`src/rtl/brk_pkg.sv`:
```
`timescale 1ns/1ps
package brk_pkg;
  // Byte lane inside one 4-byte entry slot of the programming window.
  typedef enum logic [1:0] {
    BY_EN  = 2'd0,
    BY_HI  = 2'd1,
    BY_MID = 2'd2,
    BY_LO  = 2'd3
  } byte_sel_e;

  localparam int DW = 8;
endpackage

```
`src/rtl/brk_prio_enc.sv`:
```
`timescale 1ns/1ps
module brk_prio_enc #(
  parameter int N  = 32,
  parameter int IW = (N > 1) ? $clog2(N) : 1
) (
  input  logic [N-1:0]  req,
  output logic          any,
  output logic [IW-1:0] idx
);
  // Scan from the top so the lowest active request is the last to be written.
  always_comb begin
    any = 1'b0;
    idx = '0;
    for (int i = N - 1; i >= 0; i--) begin
      if (req[i]) begin
        any = 1'b1;
        idx = IW'(i);
      end
    end
  end

  // The reported index is active, and no lower request is active.
  always_comb begin
    p_enc_lowest_r8: assert (!any || (req[idx] && ((req & ((N'(1) << idx) - N'(1))) == '0)));
  end
endmodule

```
`src/rtl/brk_entry_bank.sv`:
```
`timescale 1ns/1ps
module brk_entry_bank
  import brk_pkg::*;
#(
  parameter int N      = 32,
  parameter int CMP_HI = 19,
  parameter int CMP_LO = 2,
  parameter int IW     = (N > 1) ? $clog2(N) : 1,
  parameter int CW     = CMP_HI - CMP_LO + 1
) (
  input  logic          clk,
  input  logic          rst,
  input  logic          wr_en,
  input  logic [IW-1:0] ent_sel,
  input  byte_sel_e     byte_sel,
  input  logic [DW-1:0] wdata,
  input  logic          fetch_vld,
  input  logic [CW-1:0] fetch_cmp,
  output logic [N-1:0]  hit
);
  localparam int HI_BITS = CMP_HI - 2 * DW + 1;

  logic [N-1:0]          en_q;
  logic [N-1:0][CW-1:0]  cmp_q;
  logic [HI_BITS-1:0]    stage_hi_q;
  logic [DW-1:0]         stage_mid_q;

  always_ff @(posedge clk) begin
    if (rst) begin
      en_q        <= '0;
      cmp_q       <= '0;
      stage_hi_q  <= '0;
      stage_mid_q <= '0;
    end else if (wr_en) begin
      case (byte_sel)
        BY_EN:  en_q[ent_sel]  <= wdata[DW-1];
        BY_HI:  stage_hi_q     <= wdata[HI_BITS-1:0];
        BY_MID: stage_mid_q    <= wdata;
        BY_LO:  cmp_q[ent_sel] <= {stage_hi_q, stage_mid_q, wdata[DW-1:CMP_LO]};
        default: ;
      endcase
    end
  end

  // One comparator per entry, all evaluated in parallel on every fetch.
  for (genvar g = 0; g < N; g++) begin : g_cmp
    assign hit[g] = fetch_vld & en_q[g] & (cmp_q[g] == fetch_cmp);
  end

  // only a lower-byte write may change any compare address.
  p_stage_only_r5: assert property (@(posedge clk) disable iff (rst)
    (wr_en && byte_sel != BY_LO) |=> $stable(cmp_q));
  // enable flags change only through enable-byte writes.
  p_en_isolated_r6: assert property (@(posedge clk) disable iff (rst)
    (!wr_en || byte_sel != BY_EN) |=> $stable(en_q));
endmodule

```
`src/rtl/brk_match_unit.sv`:
```
`timescale 1ns/1ps
module brk_match_unit
  import brk_pkg::*;
#(
  parameter int          N_ENT    = 32,
  parameter int          AW       = 24,
  parameter int          CMP_HI   = 19,
  parameter int          CMP_LO   = 2,
  parameter int          WIN_W    = 8,
  parameter logic [23:0] WIN_BASE = 24'hFFFF00
) (
  input  logic          clk,
  input  logic          rst,
  input  logic [AW-1:0] bus_addr,
  input  logic          bus_rd,
  input  logic          bus_wr,
  input  logic [DW-1:0] bus_wdata,
  input  logic          rom_sel,
  output logic [DW-1:0] bus_rdata,
  output logic          brk_irq
);
  localparam int IW = (N_ENT > 1) ? $clog2(N_ENT) : 1;
  localparam int CW = CMP_HI - CMP_LO + 1;

  logic          win_hit, status_rd, wr_win, fetch_vld;
  logic [N_ENT-1:0] hit;
  logic          any_hit;
  logic [IW-1:0] hit_idx;
  logic [IW-1:0] idx_q;
  logic          irq_q;

  // Window decode uses only the upper address bits, so all 256 bytes alias.
  assign win_hit   = (bus_addr[AW-1:WIN_W] == WIN_BASE[AW-1:WIN_W]);
  assign status_rd = bus_rd & win_hit;
  assign wr_win    = bus_wr & win_hit;
  assign fetch_vld = bus_rd & rom_sel;

  brk_entry_bank #(.N(N_ENT), .CMP_HI(CMP_HI), .CMP_LO(CMP_LO)) u_bank (
    .clk       (clk),
    .rst       (rst),
    .wr_en     (wr_win),
    .ent_sel   (bus_addr[IW+1:2]),
    .byte_sel  (byte_sel_e'(bus_addr[1:0])),
    .wdata     (bus_wdata),
    .fetch_vld (fetch_vld),
    .fetch_cmp (bus_addr[CMP_HI:CMP_LO]),
    .hit       (hit)
  );

  brk_prio_enc #(.N(N_ENT)) u_enc (
    .req (hit),
    .any (any_hit),
    .idx (hit_idx)
  );

  // A status read wins over a match in the same cycle; a pending capture is never replaced.
  always_ff @(posedge clk) begin
    if (rst) begin
      irq_q     <= 1'b0;
      idx_q     <= '0;
      bus_rdata <= '0;
    end else begin
      bus_rdata <= status_rd ? {{(DW-IW){1'b0}}, idx_q} : '0;
      if (status_rd) begin
        irq_q <= 1'b0;
        idx_q <= '0;
      end else if (!irq_q && any_hit) begin
        irq_q <= 1'b1;
        idx_q <= hit_idx;
      end
    end
  end

  assign brk_irq = irq_q;

  p_set_on_hit_r2: assert property (@(posedge clk) disable iff (rst)
    (!brk_irq && !status_rd && any_hit) |=> brk_irq);
  p_hold_pending_r9: assert property (@(posedge clk) disable iff (rst)
    (brk_irq && !status_rd) |=> (brk_irq && $stable(idx_q)));
  p_clear_on_read_r7: assert property (@(posedge clk) disable iff (rst)
    status_rd |=> (!brk_irq && bus_rdata[DW-1:IW] == '0));
  p_quiet_rdata_r10: assert property (@(posedge clk) disable iff (rst)
    !status_rd |=> (bus_rdata == '0));
endmodule

```
`config.mk`:
```
export PLATFORM = sky130hd
export DESIGN_NAME = brk_match_unit
export DESIGN_NICKNAME = d
export VERILOG_FILES = /design/src/rtl/brk_pkg.sv /design/src/rtl/brk_prio_enc.sv /design/src/rtl/brk_entry_bank.sv /design/src/rtl/brk_match_unit.sv
export SDC_FILE = /design/constraint.sdc
export NUM_CORES = 2
export LEC_CHECK = 0
export BUFFER_PORTS_ARGS = -buffer_cell sky130_fd_sc_hd__buf_2
export CORE_MARGIN = 10
export CORE_UTILIZATION = 25
export CTS_BUF_LIST = sky130_fd_sc_hd__clkbuf_8
export CTS_CLUSTER_SIZE = 8
export DETAILED_ROUTE_END_ITERATION = 10
export SYNTH_ARGS = -nofsm -noshare
export SYNTH_HDL_FRONTEND = slang
export SYNTH_SLANG_ARGS = --single-unit
```
`constraint.sdc`:
```
create_clock -name clk -period 4.6 [get_ports clk]
set_input_delay 0.69 -clock clk [delete_from_list [all_inputs] [get_ports clk]]
set_output_delay 0.69 -clock clk [all_outputs]
set_load 0.05 [all_outputs]
```
Yosys cells after proc, flatten, opt, wreduce, memory -nomap -nowiden
Index checks and enable logic that the tools add are counted.
Storage, ports and cells
  register bits after elaboration: 634
  output and inout port bits: 9
  ROM bits: 0
  logic and storage cells: 225
  memory bits (writable): 0
  input port bits: 37
  latch bits: 0
  memories kept: 0
Operators by class
  magnitude comparators: 2
  div/mod/pow operators: 0
  add/sub/neg operators: 0
  reduce and logical (&&, ||, !) cells: 10
  eq/ne operators: 36
  multiplexer cells: 70
  multiply operators: 0
  shift operators: 0
  bitwise operators: 68
Operator list (number)
  bitwise mux 576 bit: 1
  equality test 18 bit: 32
  two-way mux 5 bit: 32
  demux 18 bit (select 5 bit): 1
  AND 1 bit: 67
  two-way mux 1 bit: 33
  bitwise mux 32 bit: 1
  two-way mux 18 bit: 1
  equality test 16 bit (second input constant): 1
  AND reduction 2 bit: 4
  less-than comparator 5 x 6 -> 1 bit (second input constant): 1
  demux 1 bit (select 5 bit): 1
  >= comparator 5 x 1 -> 1 bit (second input constant): 1
  equality test 2 bit (second input constant): 2
  OR reduction 2 bit: 2
  equality test 2 x 1 -> 1 bit (second input constant): 1
  logical AND 1 bit: 2
  zero test 2 bit: 1
  zero test 1 bit: 1
  NOT 1 bit: 1

Depth between registers and ports, before layout
  word-level depth: 36
  depth in mapped cells: 13
  gate-level depth less buffers: 9

Cells and area by module
A second synthesis with hierarchy kept.
Second synthesis, totals
  cells, all modules: 3722
  area, all modules: 30018.8 um^2
Modules (own cells, without submodules)
  brk_entry_bank: seq. area each 12411.9 um^2, cells each 3612, area each 29122.9 um^2, instances 1
  brk_match_unit: seq. area each 220.2 um^2, cells each 45, area each 525.5 um^2, instances 1
  brk_prio_enc: seq. area each 0.0 um^2, cells each 65, area each 370.4 um^2, instances 1

Least setup slack after synthesis
OpenSTA, ideal clock, no wires.
  kind: input to register
  start point: input bus_addr[16]
  end point: register idx_q[1]
  setup slack: 1.422 ns
  data arrival time: 3.111 ns
  stages: 12
  buffers on the path: 3
  cell sequence: buf_2 -> buf_2 -> buf_2 -> xnor2_1 -> nand4_1 -> nor4_1 -> nor4b_1 -> o21ai_1 -> a311oi_1 -> o311ai_1 -> a2111o_1 -> o21ai_2
Between the ends
  longest elaborated chain between the ends: 35
RTL lines
  start: declaration: line brk_match_unit.sv:14  | input logic [AW-1:0] bus_addr,
  equality test 18 bit: line brk_entry_bank.sv:47  | assign hit[g] = fetch_vld & en_q[g] & (cmp_q[g] == fetch_cmp);
  AND 1 bit: line brk_entry_bank.sv:47
  two-way mux 1 bit (32 in series): line brk_prio_enc.sv:15  | if (req[i]) begin
  logical AND 1 bit: line brk_match_unit.sv:67  | end else if (!irq_q && any_hit) begin
  end signal: assignment: line brk_match_unit.sv:69  | idx_q <= hit_idx;
  end: declaration: line brk_match_unit.sv:29  | logic [IW-1:0] idx_q;
Parallel ways exist; a longest one is shown, timed or not.
A chain may end at the register's enable or synchronous reset.

Worst setup path after layout
  start point: input bus_addr[19]
  end point: register idx_q[0]
The elaborated chain is that of the path after synthesis.

==> impl_results.md <==
* Fin crit share at 77.1%
* TritonCTS Buffers at 109
* P per Cell Area at 324 mW/mm²
* I/O Pins at 46
* Drt wl/cell at 21.3 µm
* Required @ worst endpoint at 5260 ps
* Drt pass-1 iters at 5
* Row cnt at 130
* Crit path time final at 3550 ps
* Clock power share at 46.0%
* Clk pin slew, worst setup/hold paths at 60 ps
* Post-cts sizing count at 0
* Final setup viols at 0
* Starting DRT DRC Count at 2416
* CP Max Fanout at 15
* Yosys top cell by area: dfxtp_1
* Fillers at 13400
* Most frequent cells after synthesis: 631 x dfxtp_1, 627 x nor2_1, 584 x mux2i_1, 317 x xor2_1, 261 x xnor2_1
* Count leader, synth: dfxtp_1
* Fin. max-slew vios at 0
* Drt drc at 0
* Die Area at 0.142 mm²
* CP Class: input port to flop
* Setup_tns at 0 ps
* Clk buf depth at 3
* Internal at 8620 µW
* Critical Path AT at 4210 ps
* YS warnings at 0
* Combinational share of power at 7.1%
* Final antenna-violating net count at 0
* Root Buffer: clkbuf_8
* Hold_buf cts at 0
* Syn_area_per_cell at 9.39 µm²
* Clock tree sinks at 631
* First-pass GRT wire length at 159000 µm
* DR vias/cell at 4.91
* Synth area leaders: dfxtp_1 40%, mux2i_1 18%, xor2_1 8.7%, nor2_1 7.4%, xnor2_1 7.2%
* Sequential power share at 46.9%
* Status: complete, no violations
* Worst-Margin Slew at 1310 ps
* Clk_lat worst skew at 740 ps
* Startpoint Class: input port
* Starting Density at 25.2%
* Core area at 0.126 mm²
* Crit end category: flop
* Worst min path class: input port to flop
* Sw Share at 26.0%
* Initial antenna violation count at 3
* Number of synthesized flops with an enable pin at 0
* Layout area overhead at 13.3%
* Htree depth at 3
* IO buf count at 42
* Detailed Place HPWL at 65500 µm
* Post-synth cell types at 66
* Yosys top cell area share at 39.8%
* WHS Path Cells at 3
* Share of cells above drive strength 1 at 10.7%
* Placed Area at 0.0336 mm²
* Switch Pwr at 3040 µW
* Cell leakage power at 0.0121 µW
* Final Hold Fails at 0
* CTS tree: done
* Total GRT Usage at 14.6%
* Postcts setup bufs at 0
* Chip width at 376 µm
* Total Wirelength at 108000 µm
* Largest net degree at the start of global routing at 164
* Final net count at 3404
* Max_cap viols at 0
* Die Ht at 376 µm
* Skew final at 45.0 ps
* Post-Syn Area at 0.0317 mm²
* RSZ-0062 raised after global routing: false
* Synth Instances at 3381
* Prevailing post-synth register cell: dfxtp_1
* Vias at 25100
* Vias in the first global route at 23900
* Highest clock rate at 282 MHz
* GPL Wtd Cong at 0.884
* Post-synthesis register bit count at 631
* Final Cell Area at 0.0360 mm²
* Total global routing overflow at 0
* Ys async rst share at 0%
* Sequential area share after synthesis at 39.8%
* Peak VDD IR at 0.000263 V
* Cells on worst reg2reg path at 9
* Slew margin rel. at 12.8%
area by class of cell:
type	count	area [µm²]	share of cell area (%)
Clock inverter	43	190	0.529
Clock buffer	154	2120	5.89
Timing Repair Buffer	145	1160	3.24
Antenna cell	2	5.00	0.0139
Tap cell	1650	2060	5.74
Multi-Input combinational cell	2473	17700	49.3
Sequential cell	631	12600	35.2
Inverter	7	26.3	0.0731
layout by cell type (no fill, tap or decap), types with 11 or more instances in the layout:
cell / count
a211oi_1: 33
a21oi_1: 46
buf_12: 13
buf_2: 38
buf_4: 93
clkbuf_8: 154
dfxtp_1: 619
dfxtp_2: 12
inv_1: 36
mux2i_1: 584
nand2_1: 50
nand3_1: 54
nand4_1: 122
nand4b_1: 15
nor2_1: 627
nor2_4: 32
nor3_1: 38
nor3b_1: 11
nor4_1: 122
nor4b_1: 25
or4_1: 14
xnor2_1: 261
xor2_1: 317
flip-flops by register name (all words and copies together), names as in the netlist:
signal and count:
brk_irq 1, u_bank.stage_mid_q 8, bus_rdata 5, u_bank.cmp_q 576, idx_q 5, u_bank.en_q 32, u_bank.stage_hi_q 4
metal layers:
layer | up-vias | share of wire, % | global-route usage (%)
li1 | 11600 | - | -
met1 | 12300 | 47 | 20.3
met2 | 903 | 44 | 23.2
met3 | 219 | 6.3 | 2.29
met4 | 0 | 2.7 | 4.12
met5 | - | 0 | 0
worst max-delay path, stage by stage:
cell	delay, ps
buf_2	350
buf_4	430
xnor2_1	230
nand2_1	90
nor4_1	500
o211ai_1	210
a311oi_1	690
o221ai_1	390
a21oi_1	310
o211ai_1	130
a21boi_1	170
final timing paths:
| kind | from | to | slack, ps |
|---|---|---|---|
| min | bus_wdata[1] | u_bank.stage_mid_q[1] | 260 |
| min reg2reg | u_bank.stage_hi_q[0] | u_bank.stage_hi_q[0] | 460 |
| max reg2reg | u_bank.cmp_q[567] | idx_q[0] | 1450 |
| max | bus_addr[19] | idx_q[0] | 1050 |
power by group through the flow:
stage / registers, µW / clock network, µW / logic (µW)
after global routing: 5460 / 5670 / 863
after floorplan: 5590 / 0 / 527
after detailed placement: 5590 / 0 / 807
final: 5470 / 5370 / 827
after global placement: 5590 / 0 / 809
after CTS: 5470 / 5430 / 811
kinds of logic (layout without fill, tap and decap cells):
kind of cell,Yosys count,in the layout,synth area share (%)
AND/OR/NAND/NOR,1195,1195,19.2
other,1,5,0.0118
buffers and inverters,279,349,4.31
multiplexers,584,584,18.4
AO/OA/AOI/OAI,113,113,2.34
XOR/XNOR,578,578,16.0
flip-flops,631,631,39.8
per-stage QoR:
stage / std cells / worst slack [ps] / util, % / power [µW] / hold slack (ps)
6_report: 5105 / 1050 / 28.6 / 11700 / 261
5_1_grt: 5104 / 1120 / 28.6 / 12000 / 239
4_1_cts: 5103 / 1170 / 28.6 / 11700 / 215
3_5_place_dp: 4906 / 416 / 26.7 / 6390 / 453
3_3_place_gp: 4906 / 370 / 26.7 / 6390 / 441
2_1_floorplan: 3383 / 1420 / - / 6110 / 430
No activity file was read; power rests on OpenSTA's default activity.
